===== config.mk =====
export PLATFORM = sky130hd
export DESIGN_NAME = phy_bringup_seq
export DESIGN_NICKNAME = d
export VERILOG_FILES = /design/src/rtl/pwrseq_pkg.sv /design/src/rtl/pwrseq_poll.sv /design/src/rtl/pwrseq_lanes.sv /design/src/rtl/phy_bringup_seq.sv
export SDC_FILE = /design/constraint.sdc
export NUM_CORES = 1
export LEC_CHECK = 0
export BUFFER_PORTS_ARGS = -buffer_cell sky130_fd_sc_hd__buf_2
export CAP_MARGIN = 10
export CORE_MARGIN = 3
export CORE_UTILIZATION = 38
export CTS_BUF_LIST = sky130_fd_sc_hd__clkbuf_8 sky130_fd_sc_hd__clkbuf_16
export CTS_CLUSTER_SIZE = 30
export DETAILED_ROUTE_END_ITERATION = 8
export GPL_TIMING_DRIVEN = 0
export PLACE_DENSITY_LB_ADDON = 0.05
export REMOVE_ABC_BUFFERS = 1
export SYNTH_ARGS = -nofsm -noshare
export SYNTH_HDL_FRONTEND = slang
export SYNTH_SLANG_ARGS = --single-unit

===== constraint.sdc =====
create_clock -name clk -period 2.15 [get_ports clk]
set_input_delay 0 -clock clk [delete_from_list [all_inputs] [get_ports clk]]
set_output_delay 0 -clock clk [all_outputs]
set_load 0.01 [all_outputs]

===== src/rtl/pwrseq_pkg.sv =====
package pwrseq_pkg;

    typedef enum logic [2:0] {
        RSP_OK        = 3'd0,
        RSP_LOCK_TO   = 3'd1,
        RSP_GATE_TO   = 3'd2,
        RSP_RELOCK_TO = 3'd3,
        RSP_UNPAIRED  = 3'd4
    } rsp_code_e;

    typedef enum logic [2:0] {
        ST_IDLE,
        ST_WAKE,
        ST_LOCK,
        ST_WR_REF,
        ST_GATE,
        ST_RELOCK
    } seq_state_e;

    localparam logic [5:0] CFG_PLL_ADDR = 6'h10;
    localparam logic [5:0] CFG_CLK_ADDR = 6'h12;
    localparam int         LOCK_BIT     = 1;
    localparam int         GATE_BIT     = 2;
    localparam logic [3:0] RATE_FIXED   = 4'b1000;
    localparam logic [3:0] REFOUT_ON    = 4'b1000;

    typedef struct packed {
        seq_state_e  st;
        logic        phy_rst;
        logic        rsp_v;
        rsp_code_e   code;
        logic [5:0]  addr;
        logic [3:0]  wdata;
        logic        wr;
    } ctl_t;

endpackage


===== src/rtl/pwrseq_poll.sv =====
module pwrseq_poll #(
    parameter int INTERVAL = 100000,
    parameter int POLL_MAX = 100
) (
    input  logic clk,
    input  logic rst_n,
    input  logic arm,
    input  logic retry,
    output logic due,
    output logic last
);
    localparam int TW = $clog2(INTERVAL + 1);
    localparam int PW = $clog2(POLL_MAX + 1);

    typedef struct packed {
        logic [TW-1:0] tick;
        logic [PW-1:0] polls;
    } poll_t;

    poll_t q, d;

    always_comb begin
        d = q;
        if (arm) begin
            d.tick  = TW'(1);
            d.polls = '0;
        end else if (retry) begin
            d.tick  = TW'(INTERVAL - 1);
            d.polls = q.polls + PW'(1);
        end else if (q.tick != '0) begin
            d.tick = q.tick - TW'(1);
        end
    end

    always_ff @(posedge clk or negedge rst_n) begin
        if (!rst_n) q <= '0;
        else        q <= d;
    end

    assign due  = (q.tick == '0);
    assign last = (q.polls == PW'(POLL_MAX - 1));

    // the number of reads in one wait never passes the bound
    p_poll_bound_r3: assert property (@(posedge clk) disable iff (!rst_n)
        q.polls < PW'(POLL_MAX));
    // the sequencer never asks for another read after the final one
    p_no_retry_last_r3: assert property (@(posedge clk) disable iff (!rst_n)
        retry |-> !last);
endmodule


===== src/rtl/pwrseq_lanes.sv =====
module pwrseq_lanes #(
    parameter int LANES  = 4,
    parameter int CNT_W  = 4,
    parameter int LANE_W = $clog2(LANES)
) (
    input  logic              clk,
    input  logic              rst_n,
    input  logic              inc,
    input  logic              dec,
    input  logic              drop,
    input  logic              wake,
    input  logic              park,
    input  logic [LANE_W-1:0] lane,
    output logic [CNT_W-1:0]  cnt,
    output logic [LANES-1:0]  idle
);
    typedef struct packed {
        logic [CNT_W-1:0] cnt;
        logic [LANES-1:0] idle;
    } lanes_t;

    lanes_t q, d;

    always_comb begin
        d = q;
        if (drop) begin
            d.cnt  = '0;
            d.idle = '1;
        end else begin
            if (inc)  d.cnt = q.cnt + CNT_W'(1);
            if (dec)  d.cnt = q.cnt - CNT_W'(1);
            if (wake) d.idle = '0;
            if (park) d.idle[lane] = 1'b1;
        end
    end

    always_ff @(posedge clk or negedge rst_n) begin
        if (!rst_n) begin
            q.cnt  <= '0;
            q.idle <= '1;
        end else begin
            q <= d;
        end
    end

    assign cnt  = q.cnt;
    assign idle = q.idle;

    // a decrement is never requested at zero
    p_no_underflow_r9: assert property (@(posedge clk) disable iff (!rst_n)
        dec |-> q.cnt != '0);
    // an increment never wraps the count
    p_no_wrap_r7: assert property (@(posedge clk) disable iff (!rst_n)
        inc |-> q.cnt != '1);
    // a drop leaves no lane awake
    p_drop_parks_r10: assert property (@(posedge clk) disable iff (!rst_n)
        drop |=> (q.idle == '1 && q.cnt == '0));
endmodule


===== src/rtl/phy_bringup_seq.sv =====
module phy_bringup_seq #(
    parameter int LANES    = 4,
    parameter int CNT_W    = 4,
    parameter int POLL_MAX = 100,
    parameter int INTERVAL = 100000,
    parameter int LANE_W   = $clog2(LANES)
) (
    input  logic              clk,
    input  logic              rst_n,
    input  logic              req_valid_i,
    input  logic              req_on_i,
    input  logic [LANE_W-1:0] req_lane_i,
    output logic              req_ready_o,
    output logic              rsp_valid_o,
    output logic [2:0]        rsp_code_o,
    output logic              phy_rst_o,
    output logic [LANES-1:0]  lane_idle_o,
    output logic [5:0]        cfg_addr_o,
    output logic [3:0]        cfg_wdata_o,
    output logic              cfg_wr_o,
    input  logic [3:0]        cfg_rdata_i
);
    import pwrseq_pkg::*;

    ctl_t q, d;
    logic arm, retry, due, last;
    logic inc, dec, drop, wake, park;
    logic [CNT_W-1:0] cnt;
    logic unused_rdata;

    assign unused_rdata = ^{cfg_rdata_i[3], cfg_rdata_i[0]};

    pwrseq_poll #(.INTERVAL(INTERVAL), .POLL_MAX(POLL_MAX)) u_poll (
        .clk(clk), .rst_n(rst_n), .arm(arm), .retry(retry),
        .due(due), .last(last)
    );

    pwrseq_lanes #(.LANES(LANES), .CNT_W(CNT_W), .LANE_W(LANE_W)) u_lanes (
        .clk(clk), .rst_n(rst_n), .inc(inc), .dec(dec), .drop(drop),
        .wake(wake), .park(park), .lane(req_lane_i),
        .cnt(cnt), .idle(lane_idle_o)
    );

    always_comb begin
        d     = q;
        d.rsp_v = 1'b0;
        d.wr  = 1'b0;
        arm   = 1'b0;
        retry = 1'b0;
        inc   = 1'b0;
        dec   = 1'b0;
        drop  = 1'b0;
        wake  = 1'b0;
        park  = 1'b0;
        unique case (q.st)
            ST_IDLE: begin
                if (req_valid_i) begin
                    if (req_on_i) begin
                        inc = 1'b1;
                        if (cnt == '0) begin
                            d.phy_rst = 1'b0;
                            d.st      = ST_WAKE;
                        end else begin
                            d.rsp_v = 1'b1;
                            d.code  = RSP_OK;
                        end
                    end else if (cnt == '0) begin
                        d.rsp_v = 1'b1;
                        d.code  = RSP_UNPAIRED;
                    end else begin
                        dec     = 1'b1;
                        park    = 1'b1;
                        d.rsp_v = 1'b1;
                        d.code  = RSP_OK;
                        if (cnt == CNT_W'(1)) d.phy_rst = 1'b1;
                    end
                end
            end
            ST_WAKE: begin
                wake   = 1'b1;
                arm    = 1'b1;
                d.addr = CFG_PLL_ADDR;
                d.st   = ST_LOCK;
            end
            ST_LOCK: begin
                if (due) begin
                    if (cfg_rdata_i[LOCK_BIT]) begin
                        d.wr    = 1'b1;
                        d.addr  = CFG_PLL_ADDR;
                        d.wdata = RATE_FIXED;
                        d.st    = ST_WR_REF;
                    end else if (last) begin
                        d.rsp_v = 1'b1; d.code = RSP_LOCK_TO;
                        d.phy_rst = 1'b1; drop = 1'b1; d.st = ST_IDLE;
                    end else begin
                        retry = 1'b1;
                    end
                end
            end
            ST_WR_REF: begin
                d.wr    = 1'b1;
                d.addr  = CFG_CLK_ADDR;
                d.wdata = REFOUT_ON;
                arm     = 1'b1;
                d.st    = ST_GATE;
            end
            ST_GATE: begin
                if (due) begin
                    if (!cfg_rdata_i[GATE_BIT]) begin
                        d.addr = CFG_PLL_ADDR;
                        arm    = 1'b1;
                        d.st   = ST_RELOCK;
                    end else if (last) begin
                        d.rsp_v = 1'b1; d.code = RSP_GATE_TO;
                        d.phy_rst = 1'b1; drop = 1'b1; d.st = ST_IDLE;
                    end else begin
                        retry = 1'b1;
                    end
                end
            end
            ST_RELOCK: begin
                if (due) begin
                    if (cfg_rdata_i[LOCK_BIT]) begin
                        d.rsp_v = 1'b1; d.code = RSP_OK; d.st = ST_IDLE;
                    end else if (last) begin
                        d.rsp_v = 1'b1; d.code = RSP_RELOCK_TO;
                        d.phy_rst = 1'b1; drop = 1'b1; d.st = ST_IDLE;
                    end else begin
                        retry = 1'b1;
                    end
                end
            end
            default: d.st = ST_IDLE;
        endcase
    end

    always_ff @(posedge clk or negedge rst_n) begin
        if (!rst_n) begin
            q         <= '0;
            q.st      <= ST_IDLE;
            q.code    <= RSP_OK;
            q.phy_rst <= 1'b1;
        end else begin
            q <= d;
        end
    end

    assign req_ready_o = (q.st == ST_IDLE);
    assign rsp_valid_o = q.rsp_v;
    assign rsp_code_o  = q.code;
    assign phy_rst_o   = q.phy_rst;
    assign cfg_addr_o  = q.addr;
    assign cfg_wdata_o = q.wdata;
    assign cfg_wr_o    = q.wr;

    // lanes are woken only after the reset release of the prior cycle
    p_wake_after_release_r2: assert property (@(posedge clk) disable iff (!rst_n)
        (q.st == ST_WAKE) |-> (!phy_rst_o && $past(q.st) == ST_IDLE));
    // every write carries one of the two permitted address/data pairs
    p_write_pairs_r4: assert property (@(posedge clk) disable iff (!rst_n)
        cfg_wr_o |-> ((cfg_addr_o == CFG_PLL_ADDR && cfg_wdata_o == RATE_FIXED) ||
                      (cfg_addr_o == CFG_CLK_ADDR && cfg_wdata_o == REFOUT_ON)));
    // when at rest, reset is held exactly when no lane is counted
    p_rst_tracks_count_r8: assert property (@(posedge clk) disable iff (!rst_n)
        (q.st == ST_IDLE) |-> (phy_rst_o == (cnt == '0)));
    // an unpaired answer is only given with an empty count
    p_unpaired_zero_r9: assert property (@(posedge clk) disable iff (!rst_n)
        (rsp_valid_o && rsp_code_o == 3'd4) |-> (cnt == '0));
endmodule


==> results of run 1 <==
layer usage:
| layer | wire length (um) | GRT usage | part of all wire |
|---|---|---|---|
| met5 | 0 | 0 | 0 |
| met4 | 65 | 0.0447 | 0.0096 |
| met3 | 205 | 0.0276 | 0.030 |
| met2 | 3200 | 0.279 | 0.47 |
| met1 | 3320 | 0.269 | 0.49 |
worst paths after layout:
check                               start             end  slack, ps  cells past startpoint
min                              req_on_i  u_lanes.cnt[1]        100                      3
max in group asynchronous           rst_n           q[17]       1050                      2
min in group asynchronous           rst_n     u_poll.q[9]        410                      2
max reg2reg                   u_poll.q[7]     u_poll.q[7]       -170                      6
min reg2reg                cfg_wdata_o[3]  cfg_wdata_o[3]        460                      1
max                           u_poll.q[7]     u_poll.q[7]       -170                      6
registers in the layout (all words and copies together), names as in the netlist:
register and flops:
cfg_addr_o 2, cfg_wdata_o 1, cfg_wr_o 1, phy_rst_o 1, q 3, rsp_code_o 3
rsp_valid_o 1, u_lanes.cnt 4, u_lanes.idle 4, u_poll.q 24
cells by family after synthesis:
kind of cell / Yosys count
AND/OR/NAND/NOR: 118
AO/OA/AOI/OAI: 52
flip-flops: 44
buffers and inverters: 36
XOR/XNOR: 18
adder cells (fa/ha/maj): 6
multiplexers: 4
other: 1
cells in the mapped netlist, drive strengths merged, types with 3 or more instances:
cell    count  area, um2
buf        17        124
nand2b      3       18.8
xor2        4       35.0
xnor2      14        123
a31oi       3       18.8
nor4b       5       50.0
nand3b      3       22.5
a221o       4       40.0
a21oi      19       95.1
or2         4       25.0
clkbuf      7       26.3
dfrtp      39        976
nor2       30        113
nand3       6       30.0
nor3       10       66.3
and3        4       25.0
dfstp       5        131
nor4        9       81.3
mux2i       3       30.0
a31o        3       26.3
or3         8       50.1
o21ai       8       40.0
inv        12       45.0
ha          6       75.1
nand2      18       67.6
or4         7       56.3
worst min-delay path, cell delays in order:
cell and delay, ps:
buf_2 180, nand3_1 130, a21oi_2 50
through the flow:
stage | instances | cell area (um2) | hold WS (ps) | worst slack [ps] | utilization
after floorplan | 261 | 2490 | -296 | -899 | -
after global placement | 359 | 2690 | 242 | -1810 | 0.415
after detailed placement | 360 | 2710 | 241 | -1450 | 0.417
after CTS | 399 | 3230 | 78.8 | -167 | 0.497
after global routing | 406 | 3380 | 118 | -279 | 0.521
final | 406 | 3380 | 96.3 | -166 | 0.521
layout make-up:
cell class,instances,area (um2)
inverters,12,45.0
fillers,622,3110
clock buffers,6,82.6
multi-input cells,207,1620
repair buffers,58,415
well taps,77,96.3
clock inverters,2,13.8
flip-flops and latches,44,1110
report_power, final:
part | internal [W] | switching (W) | leakage (nW)
Combinational | 0.000922 | 0.00102 | 0.824
Sequential | 0.00111 | 0.000298 | 0.555
Clock | 0.000263 | 0.000310 | 0.0516
Total | 0.00230 | 0.00163 | 1.43
what timing repair did:
item / in CTS / in global routing
gates resized for setup: 38 / 27
endpoints found under the hold margin: 41 / 0
setup buffers: 27 / 7
pin swaps: 18 / 18
gates cloned: 2 / 0
endpoints found under the setup margin: 44 / 42
hold buffers: 2 / 0
==> metrics.txt, run 1 <==
Hold Path Class=in -> reg; Slowest-stage cell, CP=or4b_4; post-route ant nets=0; xor and xnor area share after synthesis=0.0602; setup TNS=-3290 ps; element type at the critical path end=flip-flop; # diodes=0; clk buf depth=2; Crit path arrival time=between 2000 and 3000 ps; number of DRC markers in iteration 0=between 200 and 250; Syn Area/Cell=around 9.4 um2; H-tree depth=2; Data required, critical path=about 2400 ps; Horiz. Die Dim=a little under 90 um; violated checks=setup timing; vias in the first global route=2176; setup violators final=34; row cnt=29; Synth cell types=57; crit-path cells=inv_2 -> ha_4 -> or4b_4 -> or4_4 -> or3_1 -> a21o_1; Core Region=~6500 um2; Syn. warnings=0; # nets final=between 300 and 400; Crit path max-delay family=simple AND/OR/NAND/NOR gates; synthesis-stage register bit count=44; slowest stage delay, CP=around 520 ps; layout cells sized above 1=0.371; Hold Vio Cnt, Final=0; number of I/O pins=31; worst setup margin=-166 ps; routed length per instance=16.7 um; top_reg_cell synth=dfrtp_1; DR pass1 iterations=4; Synth Cell Area=2620 um2; max_slew headroom=0.314; Sink Count=44; CP Class=reg -> reg; most frequent cells in the layout=dfrtp_1, buf_4, nor2_1, buf_2, nand2_1; Vias=between 2k and 2.5k; final worst path period share=1.08; worst-margin pin slew=between 1000 and 1500 ps; Post-synth ARST share=1.00; Worst Path Max Fanout=6; TritonCTS clock tree=yes; worst skew pair latency=around 300 ps; Synth Area in Simple Gates=0.265; Max Cap Viol=0; post-synthesis adder-cell area fraction=0.0287; status=finished, violations left; PnR Total Power=roughly 0.0039 W; Root Driver=clkbuf_8; largest net degree at the start of global routing=45; Peak VDD IR=between 0.3 and 0.4 mV; GRT overflow=0; Post-synth EDFFs=0; detailed-route DRC error count=0; Synth-to-Final Area Change=29.2%; first-pass GRT wire length=between 10000 and 15000 um; Starting Density=0.403; main combinational cell family by area after synthesis=simple AND/OR/NAND/NOR gates; critical path launch point type=flip-flop; Die ar.=7920 um2; Clock transition at path regs=90 ps; Synth Instances=between 200 and 300; pins over their slew limit=0; post-synthesis compound-gate area fraction=0.131; Detailed Route WL=slightly below 7000 um; min Tclk post-route=between 2000 and 2500 ps; Crit path buffers/inverters=1; DR vias/cell=5.46; Vert. Die Dim=around 89 um; Total GRT Usage=0.182; initial antenna violation count=0; Power Density=approximately 1200 nW/um2; leakage power=around 1.4 nW; Worst Clk Skew=roughly 7 ps; RSZ-0062 raised after global routing=yes; IO Port Bufs=21; Max Freq=approximately 0.43 GHz; sequential area share after synthesis=0.423; post-synthesis mux area share=0.0158; DPL Wire Length=about 4000 um; commonest non-fill, non-tap cell in the layout=dfrtp_1; TritonCTS Buffers=5; GP Congestion=roughly 0.84
Note: power is estimated with default switching activity, not from simulation.
==> run 2: changes to the inputs <==
Settings changed: CELL_PAD_IN_SITES_DETAIL_PLACEMENT from default to 2, CELL_PAD_IN_SITES_GLOBAL_PLACEMENT from default to 2, CORE_UTILIZATION 38 to 33, REMOVE_ABC_BUFFERS 1 to default.
==> metrics.txt, run 2 (synthesis gave the netlist of run 1 again) <==
first-pass GRT wire length=14600 um (+30%); post-route ant nets=0 (unchanged); Placement Cell Area=2880 um2 (+6.5%); number of I/O pins=31 (unchanged); DR pass1 iterations=4 (unchanged); Hold Path Class=in -> reg; H-tree depth=2 (unchanged); # nets final=366 (+6.4%); final worst path period share=1.18 (+0.104); worst reg-to-reg path cell count=8 (+2); DR vias/cell=5.34 (-2.2%); Root Driver=clkbuf_8; min Tclk post-route=2540 ps (+224 ps); Synth-to-Final Area Change=37.1%; FF/Latch Area=1110 um2 (unchanged); Most flops, register=u_poll.q; initial antenna violation count=0 (unchanged); Worst Clk Skew=14.3 ps (+7.24 ps); Die ar.=9040 um2 (+14%); layout cells sized above 1=0.376 (+0.00525); clk buf depth=2 (unchanged); Crit path arrival time=2730 ps (+210 ps); DPL Wire Length=5120 um (+28%); Data required, critical path=2340 ps (about the same); Worst Path Max Fanout=7 (+1); most frequent cells in the layout=buf_4, dfrtp_1, nor2_1, buf_2, nand2_1; Vert. Die Dim=95.1 um (+6.8%); setup violators final=44 (+29%); worst setup margin=-390 ps (-224 ps); fin area=3590 um2 (+6.1%); Vias=2404 (+8.4%); routed length per instance=20.0 um (+20%); Hold Vio Cnt, Final=0 (unchanged); leakage power=1.56 nW (+8.8%); row cnt=31 (+6.9%); worst skew pair latency=310 ps (about the same); violated checks=setup timing; largest net degree at the start of global routing=45 (unchanged); element type at the critical path end=flip-flop; Worst Hold Depth=3 (unchanged); Horiz. Die Dim=95.1 um (+6.8%); CP Class=reg -> reg; commonest non-fill, non-tap cell in the layout=buf_4; Total GRT Usage=0.211 (+0.0288); max reg flops=24 (unchanged); worst-margin pin slew=1070 ps (+36.6 ps); Detailed Route WL=9020 um (+33%); Clock transition at path regs=100 ps (about the same); status=finished, violations left; detailed-route DRC error count=0 (unchanged); multi-input logic area=1560 um2 (-4.1%); Max Freq=0.394 GHz (-8.8%); GRT overflow=0 (unchanged); critical path launch point type=flip-flop; min-delay src=req_lane_i[1]; RSZ-0062 raised after global routing=yes; Fill cells=798 (+28%); TritonCTS Buffers=5 (unchanged); GP Congestion=0.801 (-4.4%); Peak VDD IR=0.497 mV (+25%); Power Density=1160 nW/um2 (-0.44%); Finished Core Util=0.480 (-0.0414); vias in the first global route=2587 (+19%); Max Cap Viol=0 (unchanged); max_slew headroom=0.290 (-0.0244); reg2reg start=u_poll.q[7]; Core Region=7490 um2 (+15%); number of DRC markers in iteration 0=126 (-40%); Starting Density=0.350 (-0.0534); biggest regs=u_poll.q x24, u_lanes.cnt x4, u_lanes.idle x4; # diodes=0 (unchanged); critical path launch point=u_poll.q[7]; pins over their slew limit=0 (unchanged); IO Port Bufs=21 (unchanged); TritonCTS clock tree=yes; Sink Count=44 (unchanged)
run 2: cell count changes in the layout (fill, tap and decap cells not counted), moves of 3 or more:
cell      previous run  this run
buf_4               26        40
nor2_1              21        26
a21oi_1              9        12
nor2_2               7         1
or4_4                6         2
a21oi_2              9         6
clkbuf_1             0         5
run 2: layer usage:
metal	vias to the layer above	share of wire	track usage
met2	38	0.51	0.365
met1	1231	0.46	0.285
met5	-	0	0
met3	5	0.025	0.0276
met4	0	0.0054	0.0337
li1	1130	-	-
run 2: final timing paths:
check	endpoint	slack, ps
worst max-delay path	u_poll.q[23]	-390
worst min-delay path	u_lanes.idle[0]	140
worst max register to register	u_poll.q[23]	-390
worst min register to register	cfg_addr_o[4]	480
max in group asynchronous	u_poll.q[7]	1000
min in group asynchronous	u_poll.q[15]	440
run 2: timing repair:
item                                    in CTS  in global routing
endpoints found under the hold margin       41                  0
hold buffers                                 2                  0
setup buffers                               30                  4
gates resized for setup                     47                 15
pin swaps                                   17                  7
endpoints found under the setup margin      43                 44
cloned                                       2                  0
run 2: through the flow:
| step | cells | setup TNS, ps | total power (W) | worst slack, ps | hold WS (ps) |
|---|---|---|---|---|---|
| after floorplan | 285 | -3170 | 0.00240 | -166 | -296 |
| after global placement | 405 | -18810 | 0.00280 | -692 | 248 |
| after detailed placement | 405 | -20580 | 0.00287 | -732 | 266 |
| after CTS | 447 | -9290 | 0.00400 | -296 | 137 |
| after global routing | 450 | -16470 | 0.00444 | -448 | 145 |
| final | 450 | -12860 | 0.00415 | -390 | 140 |
run 2: report_power, final:
part           leakage [nW]  internal (W)  switching [W]  total, W
registers             0.556       0.00111       0.000236   0.00135
clock network        0.0593      0.000341       0.000319  0.000661
logic                 0.942      0.000983        0.00116   0.00214
run 2: area by class of cell:
cell class	count	share of cell area
Clock inverter	3	0.0108
Clock buffer	5	0.0192
Buffer	23	0.0533
Multi-Input combinational cell	205	0.433
Timing Repair Buffer	59	0.128
Inverter	12	0.0125
Tap cell	99	0.0345
Sequential cell	44	0.309
run 2: worst max-delay path: stages (launching register included):
cell and delay [ps]:
dfrtp_2 430, inv_2 60, ha_1 140, or4b_4 490, or4_4 580, buf_6 160, o22ai_4 210, o21bai_4 270
nor2_1 90
